`config.mk`:
```
export PLATFORM = sky130hd
export DESIGN_NAME = seq_regfile
export DESIGN_NICKNAME = d
export VERILOG_FILES = /design/src/rtl/seqrf_pkg.sv /design/src/rtl/seqrf_index_port.sv /design/src/rtl/seqrf_std_regs.sv /design/src/rtl/seqrf_ext_banks.sv /design/src/rtl/seq_regfile.sv
export SDC_FILE = /design/constraint.sdc
export NUM_CORES = 1
export LEC_CHECK = 0
export ABC_AREA = 1
export CORE_AREA = 2 2 89 91
export CTS_CLUSTER_SIZE = 12
export DETAILED_ROUTE_END_ITERATION = 8
export DIE_AREA = 0 0 91 93
export HOLD_SLACK_MARGIN = 0.02
export PLACE_DENSITY = 0.75
export SYNTH_ARGS = -nofsm -noshare
export SYNTH_HDL_FRONTEND = slang
export SYNTH_SLANG_ARGS = --single-unit
export TNS_END_PERCENT = 100
```
`constraint.sdc`:
```
create_clock -name clk -period 1.32 [get_ports clk]
set_input_delay 0.198 -clock clk [delete_from_list [all_inputs] [get_ports clk]]
set_output_delay 0.198 -clock clk [all_outputs]
set_load 0.01 [all_outputs]
```
`src/rtl/seqrf_pkg.sv`:
```
package seqrf_pkg;
  localparam int DW = 8;

  localparam logic [DW-1:0] IX_RUNCTL = 8'h00;
  localparam logic [DW-1:0] IX_STD_LO = 8'h01;
  localparam logic [DW-1:0] IX_CHIPID = 8'h0B;
  localparam logic [DW-1:0] IX_XCLK   = 8'h0D;
  localparam logic [DW-1:0] IX_XBANK  = 8'h0E;

  typedef enum logic {
    SET_OLD = 1'b0,
    SET_NEW = 1'b1
  } ext_set_e;

  typedef struct packed {
    logic          wr;
    logic          rd;
    logic [DW-1:0] idx;
    logic [DW-1:0] data;
  } seq_acc_t;
endpackage

```
`src/rtl/seqrf_index_port.sv`:
```
module seqrf_index_port
  import seqrf_pkg::*;
(
  input  logic          clk,
  input  logic          rst,
  input  logic          wr_en,
  input  logic          rd_en,
  input  logic          addr,
  input  logic [DW-1:0] wdata,
  output logic [DW-1:0] idx_q,
  output seq_acc_t      acc
);
  always_ff @(posedge clk) begin
    if (rst) begin
      idx_q <= '0;
    end else if (wr_en && !addr) begin
      idx_q <= wdata;
    end
  end

  always_comb begin
    acc.wr   = wr_en && addr;
    acc.rd   = rd_en && addr;
    acc.idx  = idx_q;
    acc.data = wdata;
  end
endmodule

```
`src/rtl/seqrf_std_regs.sv`:
```
module seqrf_std_regs
  import seqrf_pkg::*;
#(
  parameter int STD_COUNT = 4
) (
  input  logic          clk,
  input  logic          rst,
  input  seq_acc_t      acc,
  output logic          rd_hit,
  output logic [DW-1:0] rd_val,
  output logic          seq_in_reset
);
  localparam logic [DW-1:0] IX_STD_HI = IX_STD_LO + DW'(STD_COUNT - 1);

  logic [1:0] runctl_q;
  logic [STD_COUNT-1:0][DW-1:0] std_q;

  always_ff @(posedge clk) begin
    if (rst) begin
      runctl_q     <= 2'b11;
      seq_in_reset <= 1'b0;
    end else if (acc.wr && acc.idx == IX_RUNCTL) begin
      runctl_q     <= acc.data[1:0];
      seq_in_reset <= ~acc.data[1];
    end
  end

  for (genvar g = 0; g < STD_COUNT; g++) begin : g_std
    localparam logic [DW-1:0] MY_IX = IX_STD_LO + DW'(g);
    always_ff @(posedge clk) begin
      if (rst) begin
        std_q[g] <= '0;
      end else if (acc.wr && acc.idx == MY_IX) begin
        std_q[g] <= acc.data;
      end
    end
  end

  always_comb begin
    rd_hit = 1'b0;
    rd_val = '0;
    if (acc.idx == IX_RUNCTL) begin
      rd_hit = 1'b1;
      rd_val = {{(DW-2){1'b0}}, runctl_q};
    end else if (acc.idx >= IX_STD_LO && acc.idx <= IX_STD_HI) begin
      rd_hit = 1'b1;
      for (int k = 0; k < STD_COUNT; k++) begin
        if (acc.idx == IX_STD_LO + DW'(k)) rd_val = std_q[k];
      end
    end
  end
endmodule

```
`src/rtl/seqrf_ext_banks.sv`:
```
module seqrf_ext_banks
  import seqrf_pkg::*;
#(
  parameter int            BANK_W  = 4,
  parameter logic [DW-1:0] CHIP_ID = 8'hD3
) (
  input  logic              clk,
  input  logic              rst,
  input  seq_acc_t          acc,
  output ext_set_e          set_sel,
  output logic              rd_hit,
  output logic [DW-1:0]     rd_val,
  output logic              clk_double,
  output logic [BANK_W-1:0] mem_bank
);
  localparam int NSETS = 2;
  localparam logic [BANK_W-1:0] FLIP = BANK_W'(2);

  logic [NSETS-1:0][DW-1:0] xclk_q;
  logic [NSETS-1:0][DW-1:0] xbnk_q;

  always_ff @(posedge clk) begin
    if (rst) begin
      set_sel <= SET_OLD;
    end else if (acc.idx == IX_CHIPID) begin
      if (acc.rd)      set_sel <= SET_NEW;
      else if (acc.wr) set_sel <= SET_OLD;
    end
  end

  for (genvar s = 0; s < NSETS; s++) begin : g_set
    always_ff @(posedge clk) begin
      if (rst) begin
        xclk_q[s] <= '0;
        xbnk_q[s] <= '0;
      end else if (acc.wr && set_sel == ext_set_e'(s)) begin
        if (acc.idx == IX_XCLK)  xclk_q[s] <= acc.data;
        if (acc.idx == IX_XBANK) xbnk_q[s] <= acc.data;
      end
    end
  end

  always_ff @(posedge clk) begin
    if (rst) begin
      clk_double <= 1'b0;
      mem_bank   <= FLIP;
    end else if (acc.wr && set_sel == SET_NEW) begin
      if (acc.idx == IX_XCLK)  clk_double <= acc.data[0];
      if (acc.idx == IX_XBANK) mem_bank   <= acc.data[BANK_W-1:0] ^ FLIP;
    end
  end

  always_comb begin
    rd_hit = 1'b1;
    unique case (acc.idx)
      IX_CHIPID: rd_val = CHIP_ID;
      IX_XCLK:   rd_val = xclk_q[set_sel];
      IX_XBANK:  rd_val = xbnk_q[set_sel];
      default: begin
        rd_hit = 1'b0;
        rd_val = '0;
      end
    endcase
  end
endmodule

```
`src/rtl/seq_regfile.sv`:
```
module seq_regfile
  import seqrf_pkg::*;
#(
  parameter int          STD_COUNT = 4,
  parameter int          BANK_W    = 4,
  parameter logic [7:0]  CHIP_ID   = 8'hD3
) (
  input  logic              clk,
  input  logic              rst,
  input  logic              wr_en,
  input  logic              rd_en,
  input  logic              addr,
  input  logic [7:0]        wdata,
  output logic [7:0]        rdata,
  output logic              seq_in_reset,
  output logic              clk_double,
  output logic [BANK_W-1:0] mem_bank
);
  logic [DW-1:0] idx_q;
  seq_acc_t      acc;
  logic          std_hit;
  logic [DW-1:0] std_val;
  logic          ext_hit;
  logic [DW-1:0] ext_val;
  ext_set_e      set_sel;
  logic          bank_new;

  seqrf_index_port u_idx (
    .clk   (clk),
    .rst   (rst),
    .wr_en (wr_en),
    .rd_en (rd_en),
    .addr  (addr),
    .wdata (wdata),
    .idx_q (idx_q),
    .acc   (acc)
  );

  seqrf_std_regs #(.STD_COUNT(STD_COUNT)) u_std (
    .clk          (clk),
    .rst          (rst),
    .acc          (acc),
    .rd_hit       (std_hit),
    .rd_val       (std_val),
    .seq_in_reset (seq_in_reset)
  );

  seqrf_ext_banks #(.BANK_W(BANK_W), .CHIP_ID(CHIP_ID)) u_ext (
    .clk        (clk),
    .rst        (rst),
    .acc        (acc),
    .set_sel    (set_sel),
    .rd_hit     (ext_hit),
    .rd_val     (ext_val),
    .clk_double (clk_double),
    .mem_bank   (mem_bank)
  );

  assign bank_new = (set_sel == SET_NEW);

  always_ff @(posedge clk) begin
    if (rst) begin
      rdata <= '0;
    end else if (rd_en) begin
      if (!addr)        rdata <= idx_q;
      else if (std_hit) rdata <= std_val;
      else if (ext_hit) rdata <= ext_val;
      else              rdata <= '0;
    end
  end
endmodule

```
==> summary.txt, run 1 <==
Cells and area
  • Area of the multi-input gates: 2520 µm²
  • Fin util: 78.5%
  • Antenna Cells: 0
  • Commonest non-fill, non-tap cell in the layout: dfxtp_1
  • Commonest non-fill, non-tap cells in the layout: 78 x dfxtp_1, 71 x nand2_1, 50 x a21oi_1
  • Share of layout cells above drive strength 1: 40.1%
  • P&R area growth vs syn: 52.4%
  • Fill count: 471
  • Final Net Count: 657
  • FF+latch area: 1710 µm²

Timing
  • Period utilization: 120%
  • FMAX: 0.630 GHz
  • Clock Skews: 6.59 ps
  • Final hold vios: 0
  • Final setup viols: 76
  • Max-slew violations: 0
  • TNS Setup: -10040 ps
  • Slew at the pin closest to its max-slew limit: 472 ps
  • Setup ws final: -268 ps
  • Relative slew slack: 68.5%
  • RSZ-0062 raised after global routing: true
  • Fin crit period: 1590 ps

Yosys
  • Yosys reg bits: 85
  • Syn_area_per_cell: 6.97 µm²
  • Synth Instances: 556
  • Unique masters post-synth: 26
  • Synthesis Warnings: 0
  • Post-Syn Nets: 569
  • Cell area after synthesis: 3870 µm²
  • Seq/Total Area, Yosys: 43.9%

Critical path
  • Crit path cell chain: inv_4, nand2_4, nor2_8, buf_12, buf_12, nand3_1, nand2_1, o21ai_2, nand2_1, nand2_1, a21oi_1
  • Crit path top cell by count: nand2_1
  • Top delay family on crit path: simple AND/OR/NAND/NOR gates
  • CP Capture Type: register
  • Critical path class: reg2reg
  • Crit-path slowest cell: dfxtp_4
  • Setup crit start kind: register
  • Crit-path max FO: 8
  • Worst Setup SP: u_idx.idx_q[7]$_SDFFE_PP0P_
  • Worst reg2reg startpoint: u_idx.idx_q[7]$_SDFFE_PP0P_
  • CP bufs+invs: 3
  • Required time of the critical path: 1570 ps
  • Worst path arrival time: 1840 ps
  • CP peak stage delay: 390 ps

Detailed routing
  • Remaining DRCs: 0
  • DRT antenna net count: 0
  • Routed vias: 4522
  • WL/cell: 19.0 µm
  • WL final: 14300 µm
  • Drt pass-1 iters: 5
  • Routed vias/inst: 6.03
  • DR iter-0 viols: 646

GRT
  • Gr ovfl total: 0
  • Initial antenna violation count: 0
  • Largest net degree at the start of global routing: 36
  • Gr usage total: 30.0%
  • Vias in the first global route: 4044
  • First-pass GRT wire length: 20100 µm

Floorplanning
  • Cell Rows: 32
  • # IOs: 27
  • Die Wd: 91 µm
  • Die height: 93 µm
  • Initial Util: 51.5%
  • Die ar.: 8460 µm²
  • Core area: 7530 µm²

CTS
  • Clock transition at path regs: 90 ps
  • CTS Buffer Depth: 2
  • Root Driver: clkbuf_8
  • Skew-Pair Late Insertion Delay: 360 ps
  • Clk sinks: 85
  • CTS tree: built
  • Inserted Clock Buffers: 9
  • H-tree depth: 3
  • Cts hold-fix bufs: 0

Run
  • Max-cap violation count: 0

Worst hold path
  • Hold/Removal Path Class: reg2reg
  • Hold_sp: u_ext.xclk_q[2]$_SDFFE_PP0P_

Power
  • Leak pwr: 2.30 nW
  • Cell Pwr Density: 955 nW/µm²
  • Pwr Total: 5.64 mW
  • Peak supply drop: 0.607 mV

Placement
  • Final GP Congestion: 0.963
  • DP HPWL: 7390 µm
  • I/O Buffers: 26

Run status
  • Status: finished with violations
  • Failing checks: negative setup slack
per-layer routing:
| metal | global-route usage [%] | part of all wire [%] |
|---|---|---|
| met1 | 39.5 | 38 |
| met2 | 49.2 | 48 |
| met3 | 4.83 | 9.9 |
| met4 | 12.6 | 4.9 |
| met5 | 0 | 0 |
power breakdown:
group	internal, mW	switching [mW]	total (mW)
registers	2.61	0.0376	2.65
clock network	0.962	0.963	1.92
logic	0.490	0.580	1.07
total	4.06	1.58	5.64
sequential cells by signal, indices dropped and copies added, names as in the netlist:
name,flops
u_ext.mem_bank,1
u_idx.idx_q,8
rdata,8
u_ext.xbnk_q,16
u_ext.xclk_q,16
u_std.std_q,32
u_ext.set_sel,1
u_std.seq_in_reset,1
u_std.runctl_q,2
tightest hold or removal path: cells and delay by family (launching register included):
| family | cells | cell delay (ps) |
|---|---|---|
| flip-flops | 1 | 310 |
| buffers and inverters | 1 | 60 |
| AO/OA/AOI/OAI | 1 | 50 |
cell families after synthesis:
kind of cell / Yosys count / share of synthesized area, %
flip-flops: 85 / 43.9
AO/OA/AOI/OAI: 168 / 21.8
buffers and inverters: 88 / 9.43
AND/OR/NAND/NOR: 215 / 24.9
metrics by stage:
| step | cells | hold WS, ps | setup WS (ps) | instance area [µm²] |
|---|---|---|---|---|
| after CTS | 740 | 454 | -176 | 5470 |
| after global placement | 703 | 431 | -259 | 4660 |
| after floorplan | 556 | 342 | -6.87 | 3930 |
| after detailed placement | 703 | 438 | -328 | 4660 |
| final | 750 | 456 | -268 | 5910 |
| after global routing | 750 | 484 | -312 | 5910 |
cells in the mapped netlist:
| cell type | count | area (µm²) |
|---|---|---|
| a21oi_1 | 72 | 360 |
| buf_2 | 10 | 50.1 |
| buf_4 | 4 | 30.0 |
| buf_6 | 1 | 11.3 |
| clkbuf_1 | 15 | 56.3 |
| clkinv_1 | 1 | 3.75 |
| dfxtp_1 | 85 | 1700 |
| inv_1 | 47 | 176 |
| inv_2 | 10 | 37.5 |
| nand2_1 | 102 | 383 |
| nand2_2 | 8 | 50.1 |
| nand3_1 | 38 | 190 |
| nand3_2 | 1 | 10.0 |
| nand4_1 | 2 | 12.5 |
| nand4_2 | 1 | 12.5 |
| nor2_1 | 51 | 191 |
| nor2_2 | 3 | 18.8 |
| nor2_4 | 3 | 33.8 |
| nor2_8 | 1 | 20.0 |
| nor3_1 | 2 | 10.0 |
| nor3_2 | 1 | 10.0 |
| nor3_4 | 1 | 16.3 |
| o21a_1 | 1 | 7.51 |
| o21ai_0 | 86 | 430 |
| o21ai_1 | 9 | 45.0 |
| or2_2 | 1 | 6.26 |
layout make-up:
type | instances | share of cell area (%)
Multi-Input combinational cell | 389 | 42.6
Sequential cell | 85 | 29.0
Timing Repair Buffer | 99 | 18.2
Inverter | 58 | 4.39
Clock buffer | 11 | 2.56
Tap cell | 102 | 2.16
Clock inverter | 4 | 0.805
Timing Repair inverter | 2 | 0.233
timing repair:
action                     CTS  global route
cloned                       7             3
setup buffers               15             8
gates resized for setup    160           108
setup endpoints to repair   88            77
pin swaps                   36            30
final timing paths:
kind                                  endpoint  slack, ps  cells past startpoint
setup reg to reg         rdata[6]$_SDFFE_PP0P_       -270                     11
hold reg to reg   u_ext.xclk_q[2]$_SDFFE_PP0P_        460                      2
setup / recovery         rdata[6]$_SDFFE_PP0P_       -270                     11
hold / removal    u_ext.xclk_q[2]$_SDFFE_PP0P_        460                      2
Note: power is estimated with default switching activity, not from simulation.
==> run 2: changes to the inputs <==
--- a/config.mk
+++ b/config.mk
@@ -6,12 +6,12 @@
 export NUM_CORES = 1
 export LEC_CHECK = 0
 export ABC_AREA = 1
-export CORE_AREA = 2 2 89 91
+export CORE_AREA = 2 2 85 87
 export CTS_CLUSTER_SIZE = 12
 export DETAILED_ROUTE_END_ITERATION = 8
-export DIE_AREA = 0 0 91 93
+export DIE_AREA = 0 0 87 89
 export HOLD_SLACK_MARGIN = 0.02
-export PLACE_DENSITY = 0.75
+export PLACE_DENSITY = 0.79
 export SYNTH_ARGS = -nofsm -noshare
 export SYNTH_HDL_FRONTEND = slang
 export SYNTH_SLANG_ARGS = --single-unit
==> constraint.sdc (replaced) <==
create_clock -name clk -period 1.6 [get_ports clk]
set_input_delay 0.24 -clock clk [delete_from_list [all_inputs] [get_ports clk]]
set_output_delay 0.24 -clock clk [all_outputs]
set_load 0.01 [all_outputs]
==> run 2 against run 1 <==
Effect of this change: the run now ends clean; first-iteration DRC count is 50% lower; hold slack lost 6.4 ps; utilization down 7.3 points; final area decreased by 19%; power is 20% lower; clock-buffer cell count unchanged; global-route usage shrank 2.6 points; critical path depth decreased by 2; critical endpoint is now u_std.std_q[24]$_SDFFE_PP0P_; largest cell class unchanged.
==> summary.txt, run 2 (synthesis gave the netlist of run 1 again) <==
CTS
  • CTS tree: built
  • CTS Buffer Depth: 2
  • Clk sinks: 85
  • Inserted Clock Buffers: 9
  • H-tree depth: 3
  • Cts hold-fix bufs: 0
  • Root Driver: clkbuf_8
  • Skew-Pair Late Insertion Delay: 360 ps
  • Clock transition at path regs: 80 ps

Timing
  • Slew at the pin closest to its max-slew limit: 559 ps
  • Relative slew slack: 62.6%
  • Clock Skews: 6.34 ps
  • Setup ws final: 12.3 ps
  • Final hold vios: 0
  • FMAX: 0.630 GHz
  • Final setup viols: 0
  • Period utilization: 99.2%
  • RSZ-0062 raised after global routing: true
  • Fin crit period: 1590 ps
  • TNS Setup: 0 ps
  • Max-slew violations: 0

Worst hold path
  • Hold/Removal Path Class: reg2reg
  • Hold Path End: u_ext.xclk_q[15]$_SDFFE_PP0P_
  • WHS Path Cells: 2
  • Hold_sp: u_ext.xclk_q[15]$_SDFFE_PP0P_

GRT
  • First-pass GRT wire length: 16200 µm
  • Met3 Usage GRT: 3.14%
  • Gr usage total: 27.4%
  • Grt met2 use: 44.6%
  • Largest net degree at the start of global routing: 68
  • Gr ovfl total: 0
  • Gr busiest metal: met2
  • Initial antenna violation count: 0
  • Vias in the first global route: 3310
  • Met1 Resource Use GR: 37.7%

Floorplanning
  • # IOs: 27
  • Core area: 6720 µm²
  • Initial Util: 57.7%
  • Cell Rows: 30
  • Die Wd: 87 µm
  • Die height: 89 µm
  • Die ar.: 7740 µm²

Cells and area
  • Fin util: 71.1%
  • Top Registers: u_std.std_q: 32 flops, u_ext.xbnk_q: 16 flops, u_ext.xclk_q: 16 flops
  • Final Net Count: 617
  • Commonest non-fill, non-tap cells in the layout: 96 x nand2_1, 79 x dfxtp_1, 72 x a21oi_1
  • Antenna Cells: 0
  • Commonest non-fill, non-tap cell in the layout: nand2_1
  • Share of layout cells above drive strength 1: 18.1%
  • Largest reg by FF count: u_std.std_q
  • Max reg flops: 32
  • P&R area growth vs syn: 23.3%

Detailed routing
  • Routed vias/inst: 5.55
  • Remaining DRCs: 0
  • DRT antenna net count: 0
  • Routed vias: 3826
  • WL/cell: 15.1 µm
  • WL final: 10400 µm
  • DR iter-0 viols: 322
  • Drt pass-1 iters: 7

Placement
  • Post-place setup slack: -89.6 ps
  • DP HPWL: 7020 µm
  • Final GP Congestion: 0.890
  • I/O Buffers: 26

Critical path
  • Required time of the critical path: 1850 ps
  • Reg2Reg Depth: 9
  • CP Capture Type: register
  • Setup crit start kind: register
  • Top delay family on crit path: simple AND/OR/NAND/NOR gates
  • Critical path class: reg2reg
  • Crit-path max FO: 13
  • Crit-path slowest cell: dfxtp_1
  • CP bufs+invs: 3
  • R2R Setup Slk: 10 ps
  • Crit path top cell by count: inv_2
  • CP peak stage delay: 310 ps
  • Critical path depth: 9
  • Worst path arrival time: 1830 ps
  • Crit path cell chain: inv_2, nand2_4, nor2_8, nand2_2, buf_4, nor2_2, inv_2, o21ai_0, a21oi_1
  • FF-to-FF End: u_std.std_q[24]$_SDFFE_PP0P_
  • Worst reg2reg startpoint: u_idx.idx_q[4]$_SDFFE_PP0P_

Power
  • Clock power frac: 38.6%
  • NetSw: 1.13 mW
  • Pwr Total: 4.49 mW
  • Net Sw Frac: 25.2%
  • Peak supply drop: 0.586 mV
  • Cell Pwr Density: 940 nW/µm²
  • Leak pwr: 1.86 nW
  • Reg power frac: 48.5%
  • Combinational Power Share: 12.9%
  • Pint: 3.36 mW

Run status
  • Status: completed

Run
  • Max-cap violation count: 0
## run 2: what timing repair did
item	4_1_cts	5_1_grt
pin swaps	0	9
endpoints found under the setup margin	2	73
gates resized for setup	3	49
setup buffers	0	9
gates cloned	0	1
## run 2: worst reg2reg max path, delay by kind of cell, from the launching register on
family,cells,cell delay (ps)
compound gates,2,250
simple gates,4,510
flops,1,310
buf+inv,3,410
## run 2: area by class of cell
class / count / area [µm²]
clock inverters: 5 / 82.6
flip-flops and latches: 85 / 1710
multi-input cells: 384 / 1890
repair buffers: 66 / 622
clock buffers: 11 / 151
inverters: 58 / 225
well taps: 80 / 100
fillers: 542 / 1940
## run 2: worst max-delay path by stage
stage               slack, ps                         from                            end
floorplan                 250  u_idx.idx_q[0]$_SDFFE_PP0P_   u_std.std_q[13]$_SDFFE_PP0P_
global placement          -40                        wr_en   u_ext.xclk_q[9]$_SDFFE_PP0P_
detailed placement        -90                        wr_en  u_ext.xclk_q[13]$_SDFFE_PP0P_
CTS                        -2  u_idx.idx_q[7]$_SDFFE_PP0P_          rdata[6]$_SDFFE_PP0P_
global route              -80  u_idx.idx_q[1]$_SDFFE_PP0P_   u_std.std_q[30]$_SDFFE_PP0P_
finish                     10  u_idx.idx_q[4]$_SDFFE_PP0P_   u_std.std_q[24]$_SDFFE_PP0P_
## run 2: power by group through the flow
stage / combinational [mW] / sequential (mW) / clock [mW]
after floorplan: 0.282 / 2.23 / 0
after CTS: 0.497 / 2.17 / 1.75
after detailed placement: 0.494 / 2.22 / 0
after global routing: 0.621 / 2.19 / 1.81
after global placement: 0.487 / 2.22 / 0
final: 0.577 / 2.18 / 1.73
## run 2: metal layers
layer	share of wire, %	up-vias
met5	0	-
met4	2.3	0
met3	5.6	20
met2	47	141
met1	45	1747
li1	-	1918
## run 2: stage by stage
step           instance area (µm²)  std cells  hold slack, ps
4_1_cts                       4600        679             447
3_5_place_dp                  4370        663             435
6_report                      4780        689             450
2_1_floorplan                 3870        556             384
5_1_grt                       4780        689             468
3_3_place_gp                  4370        663             431
==> run 3: changes to the inputs <==
--- a/config.mk
+++ b/config.mk
@@ -12,6 +12,7 @@
 export DIE_AREA = 0 0 87 89
 export HOLD_SLACK_MARGIN = 0.02
 export PLACE_DENSITY = 0.79
+export SETUP_SLACK_MARGIN = 0.02
 export SYNTH_ARGS = -nofsm -noshare
 export SYNTH_HDL_FRONTEND = slang
 export SYNTH_SLANG_ARGS = --single-unit
==> run 3 against run 2 <==
Effect of this change: non-clock buffer count stayed put; combinational power rose by 2%; clock power about the same; clock-buffer cell count is the same; utilization rose by 0.34 points; global-route usage did not move; critical path type is now reg2out; critical path depth decreased by 8; register-to-register slack better by 40 ps.
==> summary.txt, run 3 (synthesis gave the netlist of run 1 again) <==
Cells and area
  • Commonest non-fill, non-tap cells in the layout: 96 x nand2_1, 77 x dfxtp_1, 72 x a21oi_1
  • P&R area growth vs syn: 23.9%
  • Commonest non-fill, non-tap cell in the layout: nand2_1
  • Final Net Count: 617
  • Fill count: 534
  • Fin util: 71.5%
  • Share of layout cells above drive strength 1: 18.9%
  • Antenna Cells: 0
  • Max reg flops: 32
  • Top Registers: u_std.std_q: 32 flops, u_ext.xbnk_q: 16 flops, u_ext.xclk_q: 16 flops
  • Largest reg by FF count: u_std.std_q

CTS
  • H-tree depth: 3
  • CTS Buffer Depth: 2
  • Clock transition at path regs: 90 ps
  • Skew-Pair Late Insertion Delay: 360 ps
  • Clk sinks: 85
  • CTS tree: built
  • Inserted Clock Buffers: 9
  • Root Driver: clkbuf_8
  • Cts hold-fix bufs: 0

Timing
  • Fin crit period: 1540 ps
  • Clock Skews: 7.01 ps
  • Setup ws final: 57.0 ps
  • RSZ-0062 raised after global routing: true
  • Slew at the pin closest to its max-slew limit: 564 ps
  • Max-slew violations: 0
  • Period utilization: 96.4%
  • TNS Setup: 0 ps
  • Final hold vios: 0
  • FMAX: 0.648 GHz
  • Final setup viols: 0
  • Relative slew slack: 62.3%
  • Hold slack: 449 ps

Power
  • Cell Pwr Density: 937 nW/µm²
  • Leak pwr: 1.87 nW
  • Peak supply drop: 0.580 mV

Critical path
  • Crit-path slowest cell: clkdlybuf4s50_1
  • Worst Setup SP: u_ext.xbnk_q[8]$_SDFFE_PP0P_
  • Crit-path max FO: 3
  • CP Capture Type: output pin
  • Required time of the critical path: 1360 ps
  • FF-to-FF End: u_std.std_q[14]$_SDFFE_PP0P_
  • Critical path depth: 1
  • Worst reg2reg startpoint: u_idx.idx_q[4]$_SDFFE_PP0P_
  • Setup crit start kind: register
  • Worst path arrival time: 1300 ps
  • R2R Setup Slk: 60 ps
  • Top delay family on crit path: buffers and inverters
  • Critical path endpoint: mem_bank[0]
  • Reg2Reg Depth: 10
  • CP peak stage delay: 550 ps
  • Crit path cell chain: clkdlybuf4s50_1
  • CP bufs+invs: 1
  • Critical path class: reg2out

Floorplanning
  • Die ar.: 7740 µm²
  • Initial Util: 57.7%
  • Cell Rows: 30
  • Die height: 89 µm
  • Die Wd: 87 µm
  • # IOs: 27
  • Core area: 6720 µm²

Detailed routing
  • Remaining DRCs: 0
  • Drt pass-1 iters: 6
  • WL/cell: 15.1 µm
  • Routed vias/inst: 5.55
  • Routed vias: 3826
  • WL final: 10400 µm
  • DRT antenna net count: 0
  • DR iter-0 viols: 296

Placement
  • Final GP Congestion: 0.890
  • I/O Buffers: 26
  • Post-place setup slack: -89.6 ps
  • DP HPWL: 7020 µm

Run status
  • Status: completed

Run
  • Max-cap violation count: 0

GRT
  • First-pass GRT wire length: 16200 µm
  • Gr ovfl total: 0
  • Largest net degree at the start of global routing: 68
  • Initial antenna violation count: 0
  • Vias in the first global route: 3310
  • Gr usage total: 27.4%

Worst hold path
  • WHS Path Cells: 2
  • Hold_sp: u_ext.xclk_q[15]$_SDFFE_PP0P_
  • Hold/Removal Path Class: reg2reg
-- run 3: where the power goes --
part           internal [mW]  total, mW  leakage, nW  switching, mW
Sequential              2.15       2.18        0.691         0.0287
Combinational          0.241      0.586         1.06          0.345
Clock                  0.967       1.73        0.120          0.764
-- run 3: worst min path at each step --
| stage | end | slack [ps] |
|---|---|---|
| floorplan | u_ext.xbnk_q[12]$_SDFFE_PP0P_ | 380 |
| CTS | u_ext.xclk_q[14]$_SDFFE_PP0P_ | 450 |
| detailed placement | u_ext.xclk_q[14]$_SDFFE_PP0P_ | 430 |
| global placement | u_ext.xclk_q[15]$_SDFFE_PP0P_ | 430 |
| finish | u_ext.xclk_q[15]$_SDFFE_PP0P_ | 450 |
| global route | u_std.std_q[30]$_SDFFE_PP0P_ | 470 |
-- run 3: cell type report --
class	count	area, µm²	share of cell area, %
Tap cell	80	100	2.08
Inverter	58	230	4.79
Clock inverter	5	82.6	1.72
Timing Repair Buffer	66	622	12.9
Multi-Input combinational cell	384	1900	39.7
Sequential cell	85	1710	35.6
Clock buffer	11	151	3.15
-- run 3: metal layers --
layer	up-vias	track usage (%)	routed length (µm)
li1	1915	-	-
met1	1746	37.7	4560
met2	146	44.6	4930
met3	19	3.14	700
met4	0	10.7	227
met5	-	0	0
-- run 3: per-stage QoR --
step | instances | area (µm²) | total power, mW
5_1_grt | 689 | 4800 | 4.64
6_report | 689 | 4800 | 4.50
2_1_floorplan | 556 | 3870 | 2.51
4_1_cts | 679 | 4600 | 4.42
3_5_place_dp | 663 | 4370 | 2.72
3_3_place_gp | 663 | 4370 | 2.71
-- run 3: repair_timing --
action	4_1_cts	5_1_grt
resized for setup	4	57
cloned	0	1
setup buffers	0	9
endpoints found under the setup margin	6	73
pin swaps	0	12
